==> src/rtl/vipt_pkg.sv <==
package vipt_pkg;

    typedef enum logic [2:0] {
        ST_IDLE,
        ST_XLAT,
        ST_MISS_REQ,
        ST_MISS_WAIT,
        ST_MOVE_REQ,
        ST_MOVE_WAIT,
        ST_RESP,
        ST_FLUSH
    } ctrl_state_e;

    localparam logic [1:0] RSP_HIT   = 2'd0;
    localparam logic [1:0] RSP_FILL  = 2'd1;
    localparam logic [1:0] RSP_MOVED = 2'd2;
    localparam logic [1:0] RSP_FAULT = 2'd3;

    localparam logic NL_FETCH = 1'b0;
    localparam logic NL_MOVE  = 1'b1;

endpackage

==> src/rtl/vipt_tag_store.sv <==
module vipt_tag_store #(
    parameter int SETS_LOG2 = 7,
    parameter int TAG_W     = 20
) (
    input  logic                 clk,
    input  logic                 rst_n,
    input  logic [SETS_LOG2-1:0] rd_idx,
    output logic                 rd_valid,
    output logic [TAG_W-1:0]     rd_tag,
    input  logic [SETS_LOG2-1:0] vic_idx,
    output logic                 vic_valid,
    output logic [TAG_W-1:0]     vic_tag,
    input  logic                 wr_en,
    input  logic [SETS_LOG2-1:0] wr_idx,
    input  logic [TAG_W-1:0]     wr_tag,
    input  logic                 inv_en,
    input  logic [SETS_LOG2-1:0] inv_idx
);
    localparam int NSETS = 1 << SETS_LOG2;

    logic [NSETS-1:0] valid_q;
    logic [TAG_W-1:0] tag_q [NSETS];

    // valid bits: invalidate is applied after write so it wins on a clash
    always_ff @(posedge clk or negedge rst_n) begin
        if (!rst_n) begin
            valid_q <= '0;
        end else begin
            if (wr_en)  valid_q[wr_idx]  <= 1'b1;
            if (inv_en) valid_q[inv_idx] <= 1'b0;
        end
    end

    always_ff @(posedge clk) begin
        if (wr_en) tag_q[wr_idx] <= wr_tag;
    end

    assign rd_valid  = valid_q[rd_idx];
    assign rd_tag    = tag_q[rd_idx];
    assign vic_valid = valid_q[vic_idx];
    assign vic_tag   = tag_q[vic_idx];


    inv_clears_chk: assert property (@(posedge clk) disable iff (!rst_n)
        inv_en |=> !valid_q[$past(inv_idx)]);


    write_sets_chk: assert property (@(posedge clk) disable iff (!rst_n)
        (wr_en && !(inv_en && inv_idx == wr_idx))
            |=> (valid_q[$past(wr_idx)] && tag_q[$past(wr_idx)] == $past(wr_tag)));

endmodule

==> src/rtl/vipt_tag_cmp.sv <==
module vipt_tag_cmp #(
    parameter int TAG_W = 20
) (
    input  logic             ent_valid,
    input  logic [TAG_W-1:0] ent_tag,
    input  logic [TAG_W-1:0] xl_tag,
    input  logic             xl_fault,
    output logic             hit,
    output logic             need_fetch
);
    logic tag_eq;

    assign tag_eq     = (ent_tag == xl_tag);
    assign hit        = ent_valid && tag_eq && !xl_fault;
    assign need_fetch = !xl_fault && !(ent_valid && tag_eq);

endmodule

==> src/rtl/vipt_l1_ctrl.sv <==
module vipt_l1_ctrl
    import vipt_pkg::*;
#(
    parameter int ADDR_W    = 32,
    parameter int LINE_W    = 6,
    parameter int PAGE_W    = 12,
    parameter int SETS_LOG2 = 7
) (
    input  logic                     clk,
    input  logic                     rst_n,
    input  logic                     flush,
    input  logic                     cpu_req_valid,
    output logic                     cpu_req_ready,
    input  logic [ADDR_W-1:0]        cpu_req_vaddr,
    output logic                     cpu_rsp_valid,
    input  logic                     cpu_rsp_ready,
    output logic [1:0]               cpu_rsp_code,
    output logic                     xlat_req_valid,
    output logic [ADDR_W-PAGE_W-1:0] xlat_req_vpn,
    input  logic                     xlat_rsp_valid,
    input  logic [ADDR_W-PAGE_W-1:0] xlat_rsp_ppn,
    input  logic                     xlat_rsp_fault,
    output logic                     nl_req_valid,
    input  logic                     nl_req_ready,
    output logic                     nl_req_op,
    output logic [ADDR_W-1:0]        nl_req_paddr,
    output logic                     nl_req_victim_valid,
    output logic [ADDR_W-PAGE_W-1:0] nl_req_victim_tag,
    input  logic                     nl_rsp_valid,
    output logic                     nl_rsp_ready,
    input  logic                     nl_rsp_alias
);
    localparam int TAG_W    = ADDR_W - PAGE_W;
    localparam int INPAGE_W = PAGE_W - LINE_W;
    localparam int NSPEC    = SETS_LOG2 - INPAGE_W;
    localparam int NSETS    = 1 << SETS_LOG2;
    localparam logic [SETS_LOG2-1:0] LAST_SET = SETS_LOG2'(NSETS - 1);

    ctrl_state_e state_q, state_d;

    logic [SETS_LOG2-1:0] vidx_q;
    logic [TAG_W-1:0]     ppn_q;
    logic [1:0]           code_q;
    logic                 flush_pend_q;
    logic [SETS_LOG2-1:0] fcnt_q;

    logic [SETS_LOG2-1:0] pidx, src_idx;
    logic                 accept;
    logic                 rd_valid, vic_valid;
    logic [TAG_W-1:0]     rd_tag, vic_tag;
    logic                 lk_hit, lk_fetch;
    logic                 wr_en, inv_en;
    logic [SETS_LOG2-1:0] wr_idx, inv_idx;
    logic                 unused_ofs;

    assign unused_ofs = ^cpu_req_vaddr[LINE_W-1:0];

    // correct set: translated speculative bits over untranslated in-page bits
    assign pidx    = {ppn_q[NSPEC-1:0], vidx_q[INPAGE_W-1:0]};
    assign src_idx = {~pidx[SETS_LOG2-1], pidx[SETS_LOG2-2:0]};

    vipt_tag_store #(
        .SETS_LOG2 (SETS_LOG2),
        .TAG_W     (TAG_W)
    ) u_store (
        .clk       (clk),
        .rst_n     (rst_n),
        .rd_idx    (vidx_q),
        .rd_valid  (rd_valid),
        .rd_tag    (rd_tag),
        .vic_idx   (pidx),
        .vic_valid (vic_valid),
        .vic_tag   (vic_tag),
        .wr_en     (wr_en),
        .wr_idx    (wr_idx),
        .wr_tag    (ppn_q),
        .inv_en    (inv_en),
        .inv_idx   (inv_idx)
    );

    vipt_tag_cmp #(
        .TAG_W (TAG_W)
    ) u_cmp (
        .ent_valid  (rd_valid),
        .ent_tag    (rd_tag),
        .xl_tag     (xlat_rsp_ppn),
        .xl_fault   (xlat_rsp_fault),
        .hit        (lk_hit),
        .need_fetch (lk_fetch)
    );

    // next-state logic
    always_comb begin
        state_d = state_q;
        unique case (state_q)
            ST_IDLE: begin
                if (flush || flush_pend_q) state_d = ST_FLUSH;
                else if (cpu_req_valid)    state_d = ST_XLAT;
            end
            ST_XLAT: begin
                if (xlat_rsp_valid) state_d = lk_fetch ? ST_MISS_REQ : ST_RESP;
            end
            ST_MISS_REQ: begin
                if (nl_req_ready) state_d = ST_MISS_WAIT;
            end
            ST_MISS_WAIT: begin
                if (nl_rsp_valid) state_d = nl_rsp_alias ? ST_MOVE_REQ : ST_RESP;
            end
            ST_MOVE_REQ: begin
                if (nl_req_ready) state_d = ST_MOVE_WAIT;
            end
            ST_MOVE_WAIT: begin
                if (nl_rsp_valid) state_d = ST_RESP;
            end
            ST_RESP: begin
                if (cpu_rsp_ready) state_d = ST_IDLE;
            end
            ST_FLUSH: begin
                if (fcnt_q == LAST_SET) state_d = ST_IDLE;
            end
            default: state_d = ST_IDLE;
        endcase
    end

    // state register and access context
    always_ff @(posedge clk or negedge rst_n) begin
        if (!rst_n) begin
            state_q      <= ST_IDLE;
            vidx_q       <= '0;
            ppn_q        <= '0;
            code_q       <= RSP_HIT;
            flush_pend_q <= 1'b0;
            fcnt_q       <= '0;
        end else begin
            state_q      <= state_d;
            flush_pend_q <= (flush_pend_q || flush) &&
                            !(state_q == ST_IDLE && state_d == ST_FLUSH);
            if (state_q == ST_FLUSH) fcnt_q <= fcnt_q + 1'b1;
            else                     fcnt_q <= '0;
            if (accept) vidx_q <= cpu_req_vaddr[PAGE_W+NSPEC-1:LINE_W];
            if (state_q == ST_XLAT && xlat_rsp_valid) begin
                ppn_q <= xlat_rsp_ppn;
                if (xlat_rsp_fault) code_q <= RSP_FAULT;
                else if (lk_hit)    code_q <= RSP_HIT;
            end
            if (state_q == ST_MISS_WAIT && nl_rsp_valid && !nl_rsp_alias) code_q <= RSP_FILL;
            if (state_q == ST_MOVE_WAIT && nl_rsp_valid)                  code_q <= RSP_MOVED;
        end
    end

    // outputs and array controls
    always_comb begin
        cpu_req_ready       = (state_q == ST_IDLE) && !flush && !flush_pend_q;
        accept              = cpu_req_ready && cpu_req_valid;
        xlat_req_valid      = accept;
        xlat_req_vpn        = cpu_req_vaddr[ADDR_W-1:PAGE_W];
        cpu_rsp_valid       = (state_q == ST_RESP);
        cpu_rsp_code        = code_q;
        nl_req_valid        = (state_q == ST_MISS_REQ) || (state_q == ST_MOVE_REQ);
        nl_req_op           = (state_q == ST_MOVE_REQ) ? NL_MOVE : NL_FETCH;
        nl_req_paddr        = {ppn_q, vidx_q[INPAGE_W-1:0], {LINE_W{1'b0}}};
        nl_req_victim_valid = vic_valid;
        nl_req_victim_tag   = vic_tag;
        nl_rsp_ready        = (state_q == ST_MISS_WAIT) || (state_q == ST_MOVE_WAIT);
        wr_en               = nl_rsp_valid &&
                              ((state_q == ST_MISS_WAIT && !nl_rsp_alias) ||
                               (state_q == ST_MOVE_WAIT));
        wr_idx              = (state_q == ST_MISS_WAIT) ? vidx_q : pidx;
        inv_en              = (state_q == ST_FLUSH) ||
                              (state_q == ST_MOVE_WAIT && nl_rsp_valid);
        inv_idx             = (state_q == ST_FLUSH) ? fcnt_q : src_idx;
    end


    idle_exclusive_chk: assert property (@(posedge clk) disable iff (!rst_n)
        cpu_req_ready |-> (!cpu_rsp_valid && !nl_req_valid && !nl_rsp_ready));


    nl_req_hold_chk: assert property (@(posedge clk) disable iff (!rst_n)
        (nl_req_valid && !nl_req_ready)
            |=> (nl_req_valid && $stable(nl_req_paddr) && $stable(nl_req_op)));


    rsp_hold_chk: assert property (@(posedge clk) disable iff (!rst_n)
        (cpu_rsp_valid && !cpu_rsp_ready) |=> (cpu_rsp_valid && $stable(cpu_rsp_code)));


    fault_answer_chk: assert property (@(posedge clk) disable iff (!rst_n)
        (state_q == ST_XLAT && xlat_rsp_valid && xlat_rsp_fault)
            |=> (cpu_rsp_valid && cpu_rsp_code == RSP_FAULT && !nl_req_valid));

endmodule

==> config.mk <==
export PLATFORM = sky130hd
export DESIGN_NAME = vipt_l1_ctrl
export DESIGN_NICKNAME = d
export VERILOG_FILES = /design/src/rtl/vipt_pkg.sv /design/src/rtl/vipt_tag_store.sv /design/src/rtl/vipt_tag_cmp.sv /design/src/rtl/vipt_l1_ctrl.sv
export SDC_FILE = /design/constraint.sdc
export NUM_CORES = 2
export LEC_CHECK = 0
export ABC_CLOCK_PERIOD_IN_PS = 5550
export BUFFER_PORTS_ARGS = -buffer_cell sky130_fd_sc_hd__buf_4
export CORE_MARGIN = 10
export CORE_UTILIZATION = 55
export CTS_CLUSTER_SIZE = 8
export DETAILED_ROUTE_END_ITERATION = 8
export GPL_TIMING_DRIVEN = 0
export PLACE_DENSITY = 0.81
export REMOVE_ABC_BUFFERS = 1
export SETUP_SLACK_MARGIN = 0.5
export SLEW_MARGIN = 40
export SYNTH_ARGS = -nofsm -noshare
export SYNTH_HDL_FRONTEND = slang
export SYNTH_SLANG_ARGS = --single-unit
==> constraint.sdc <==
create_clock -name clk -period 5.55 [get_ports clk]
set_input_delay 0.555 -clock clk [delete_from_list [all_inputs] [get_ports clk]]
set_output_delay 0.555 -clock clk [all_outputs]
set_load 0.02 [all_outputs]
==> impl_metrics.tcl, run 1 <==
set metrics [dict create \
    yosysSeqAreaShare_pct 75.15 \
    synth_area_mm2 0.1079 \
    failing_step "global routing (5_1_grt)" \
    place_inst 8744 \
    cts-root-buf "clkbuf_16" \
    place_area_mm2 0.1180 \
    grtUsageTotal_pct 60.48 \
    synth-seq-cells 2728 \
    ys.flop_type "edfxtp_1" \
    firstError "[ERROR GRT-0232] Routing congestion too high. Check the congestion heatmap in the GUI." \
    synth.distinct_cells 91 \
    grt_max_degree 65 \
    numPortBuffers 92 \
    yosys_warnings 0 \
    ys_top_cells_by_area "edfxtp_1, dfrtp_1, mux4_2, mux2i_1, a221oi_1" \
    synth_edf_count 2560 \
    ys_top_cells_by_count "edfxtp_1, mux2i_1, a221oi_1" \
    synth_cells 6123 \
    dieWidth_um 462.9 \
    row_count 162 \
    grt_overflow 76 \
    syn_avg_cell_area_um2 17.62 \
    ys_async_sr_fraction_pct 6.158 \
    die_y_um 462.9 \
    hpwl_mm 233.4 \
    numCtsBuffers 391 \
    start_util_pct 55.33 \
    status "did not finish" \
    clockBufferDepth 4 \
    gp_congestion 0.9196 \
    yosys.area.top_type_share_pct 71.26 \
    ios 143 \
    clkSinkCount 2728 \
    yosysTopAreaCell "edfxtp_1" \
    synth_most_common_cell "edfxtp_1" \
    htree_levels 5 \
]
## routing by layer
layer | overflow | global-route usage (%)
met1 | 4 | 55.74
met2 | 38 | 72.08
met3 | 3 | 56.13
met4 | 31 | 57.56
met5 | 0 | 42.98
## through the flow
stage | setup WS, ps | hold slack (ps)
after floorplan | -24990 | 259.4
after global placement | -86050 | 464.7
after detailed placement | -893.8 | 476.6
after CTS | 295.7 | 14.99
## logic make-up after synthesis
logic type	Yosys count	share of synthesized area [%]
and+or+nand+nor	760	3.179
buffers and inverters	468	2.596
AOI/OAI and AO/OA	1424	9.888
adders and majority gates	1	0.01160
xor gates and xnor gates	36	0.2923
DFF	2728	75.15
other	1	0.003476
muxes	705	8.877
## repair_timing
action                                 CTS
endpoints found under the hold margin  106
setup endpoints to repair               24
resized for setup                      302
hold buffers                            32
gates cloned                            40
pin swaps                               72
buffers inserted                       151
==> run 2, diff against run 1 <==
--- a/config.mk
+++ b/config.mk
@@ -8,13 +8,11 @@
 export ABC_CLOCK_PERIOD_IN_PS = 5550
 export BUFFER_PORTS_ARGS = -buffer_cell sky130_fd_sc_hd__buf_4
 export CORE_MARGIN = 10
-export CORE_UTILIZATION = 55
-export CTS_CLUSTER_SIZE = 8
+export CORE_UTILIZATION = 40
 export DETAILED_ROUTE_END_ITERATION = 8
 export GPL_TIMING_DRIVEN = 0
-export PLACE_DENSITY = 0.81
+export PLACE_DENSITY_LB_ADDON = 0.15
 export REMOVE_ABC_BUFFERS = 1
-export SETUP_SLACK_MARGIN = 0.5
 export SLEW_MARGIN = 40
 export SYNTH_ARGS = -nofsm -noshare
 export SYNTH_HDL_FRONTEND = slang
==> impl_metrics.tcl, run 2 <==
set metrics [dict create \
    slew_violations 0 \
    gp_congestion 0.8634 \
    status "complete, but fails checks" \
    die_y_um 539.3 \
    numCtsBuffers 300 \
    fp.coreArea_mm2 0.2682 \
    yosys_warnings 0 \
    finalCriticalPeriod_ps 5666 \
    drtIter0Drc 10107 \
    largest_registers "u_store.tag_q (2560), u_store.valid_q (128), ppn_q (20)" \
    p_total_w 0.07433 \
    final_common_cell "edfxtp_1" \
    clkTransAtPathRegs_ps 60 \
    design_area_mm2 0.1330 \
    grt_max_degree 74 \
    num_vias 66075 \
    numPortBuffers 92 \
    cts_tree "done" \
    maxClockFrequency_mhz 176.5 \
    place_area_mm2 0.1217 \
    layout-drive-gt1-share_pct 24.69 \
    htree_levels 5 \
    grt_pass1_wl_mm 555.9 \
    largest_reg_flops 2560 \
    path_max_fanout 37 \
    arrival_ps 6470 \
    max-slew-margin-rel_pct 38.61 \
    vias_per_cell 6.356 \
    hpwl_mm 271.2 \
    cp-end-kind "flip-flop" \
    synth_most_common_cell "edfxtp_1" \
    clk_latency_ps 970 \
    start_util_pct 40.23 \
    clkSinkCount 2728 \
    row_count 190 \
    final_nets 6691 \
    max-vdd-ir-drop_mv 0.3703 \
    ys_top_cells_by_count "edfxtp_1, mux2i_1, a221oi_1" \
    largest-register "u_store.tag_q" \
    dieWidth_um 539.3 \
    synth_cells 6123 \
    grt_pass1_vias 63322 \
    timing.hold.ws_ps 59.25 \
    ys_top_cells_by_area "edfxtp_1, dfrtp_1, mux4_2, mux2i_1, a221oi_1" \
    fin_skew_ps 60.88 \
    r2r_slack_ps -120 \
    synth.distinct_cells 91 \
    worst_slew_pin_slew_ps 911.2 \
    final_antenna_net_count 0 \
    firstDrtPassIters 6 \
    wl_per_cell_um 39.57 \
    syn_avg_cell_area_um2 17.62 \
    yosysTopAreaCell "edfxtp_1" \
    fin_ws_ps -116.2 \
    timing.final.hold_violations 0 \
    rsz0062_at_grt "true" \
    maxCapViolCount 0 \
    cp-start-kind "flip-flop" \
    ys_async_sr_fraction_pct 6.158 \
    grt_overflow 0 \
    leakagePower_nw 44.91 \
    ios 143 \
    antenna_found_initial 25 \
    violations "negative setup slack" \
    setup-violations-final 10 \
    cts-root-buf "clkbuf_16" \
    crit_required_ps 6350 \
    synth_edf_count 2560 \
    fin_crit_sh_pct 102.1 \
    final_cell_mix "edfxtp_1, mux2i_1, a221oi_1" \
    min_path_type "in2reg" \
    power_density_mw_per_mm2 558.8 \
    yosys.area.top_type_share_pct 71.26 \
    synth_area_mm2 0.1079 \
    ys.flop_type "edfxtp_1" \
    drc_errors 0 \
    synth-seq-cells 2728 \
    clockBufferDepth 4 \
    worstSetupPathType "reg2reg" \
    area_growth_pct 23.29 \
    finalWirelength_mm 411.4 \
    yosysSeqAreaShare_pct 75.15 \
    dieArea_mm2 0.2909 \
    grtUsageTotal_pct 27.30 \
]
## run 2: power by group
part	internal, W	switching, W	leakage [nW]
Sequential	0.0253	0.00109	25.5
Clock	0.0110	0.00799	4.42
Combinational	0.00986	0.0191	15.0
## run 2: layer usage
metal	vias up	track usage, %	share of wire (%)
met5	-	0.09862	0.015
met1	35102	36.78	39
met4	8	12.57	5.4
met3	805	5.539	9.4
li1	26202	-	-
met2	3958	42.73	46
## run 2: kinds of logic (layout without fill, tap and decap cells)
group / Yosys count / count (layout) / share of synthesized area (%)
other cells: 1 / 17 / 0.003476
mux: 705 / 705 / 8.877
fa+ha+maj: 1 / 1 / 0.01160
buf+inv: 468 / 1172 / 2.596
compound gates: 1424 / 1424 / 9.888
simple gates: 760 / 760 / 3.179
xor+xnor: 36 / 36 / 0.2923
flops: 2728 / 2728 / 75.15
## run 2: through the flow
| stage | instances | TNS (ps) | setup slack (ps) | util, % |
|---|---|---|---|---|
| 4_1_cts | 10378 | 0 | 3.529 | 49.53 |
| 6_report | 10395 | -548.2 | -116.2 | 49.60 |
| 2_1_floorplan | 5673 | - | -24990 | - |
| 5_1_grt | 10385 | -13.05 | -6.946 | 49.59 |
| 3_3_place_gp | 9317 | - | -106920 | 41.13 |
| 3_5_place_dp | 9777 | -6215 | -1311 | 45.39 |
## run 2: worst paths after layout
kind	from	endpoint	cells past startpoint
setup / recovery	vidx_q[2]$_DFFE_PN0P_	cpu_rsp_code[1]$_DFFE_PN0P_	16
hold / removal	nl_rsp_alias	cpu_rsp_code[1]$_DFFE_PN0P_	3
setup reg to reg	vidx_q[2]$_DFFE_PN0P_	cpu_rsp_code[1]$_DFFE_PN0P_	16
hold reg to reg	u_store.valid_q[42]$_DFF_PN0_	u_store.valid_q[42]$_DFF_PN0_	1
max in group asynchronous	rst_n	u_store.valid_q[90]$_DFF_PN0_	5
min in group asynchronous	rst_n	ppn_q[7]$_DFFE_PN0P_	3
## run 2: cell type report
class / instances / area, um^2
well taps: 3552 / 4444
fillers: 21784 / 135200
repair buffers: 653 / 12010
clock buffers: 393 / 8169
multi-input cells: 2932 / 26190
diodes: 11 / 27.53
flip-flops and latches: 2728 / 81180
clock inverters: 113 / 885.9
inverters: 13 / 101.3
## run 2: what timing repair did
| item | in CTS | in global routing |
|---|---|---|
| endpoints found under the hold margin | 128 | 0 |
| resized for setup | 113 | 9 |
| cloned | 21 | 2 |
| hold buffers | 32 | 0 |
| pin swaps | 18 | 5 |
| buffers inserted | 44 | 4 |
| endpoints found under the setup margin | 24 | 8 |
## run 2: worst max-delay path: stages, from the launching register on
cell and delay, ps:
dfrtp_4 540, buf_16 180, buf_12 180, buf_12 200, inv_12 270, buf_16 330
buf_16 330, mux2i_2 610, o211ai_1 260, o22ai_2 530, xor2_1 200, nand3_1 150
a2111oi_4 850, nand4b_1 160, buf_4 200, nor4_2 180, nor3_1 100
Power figures use the tool's default switching activity.
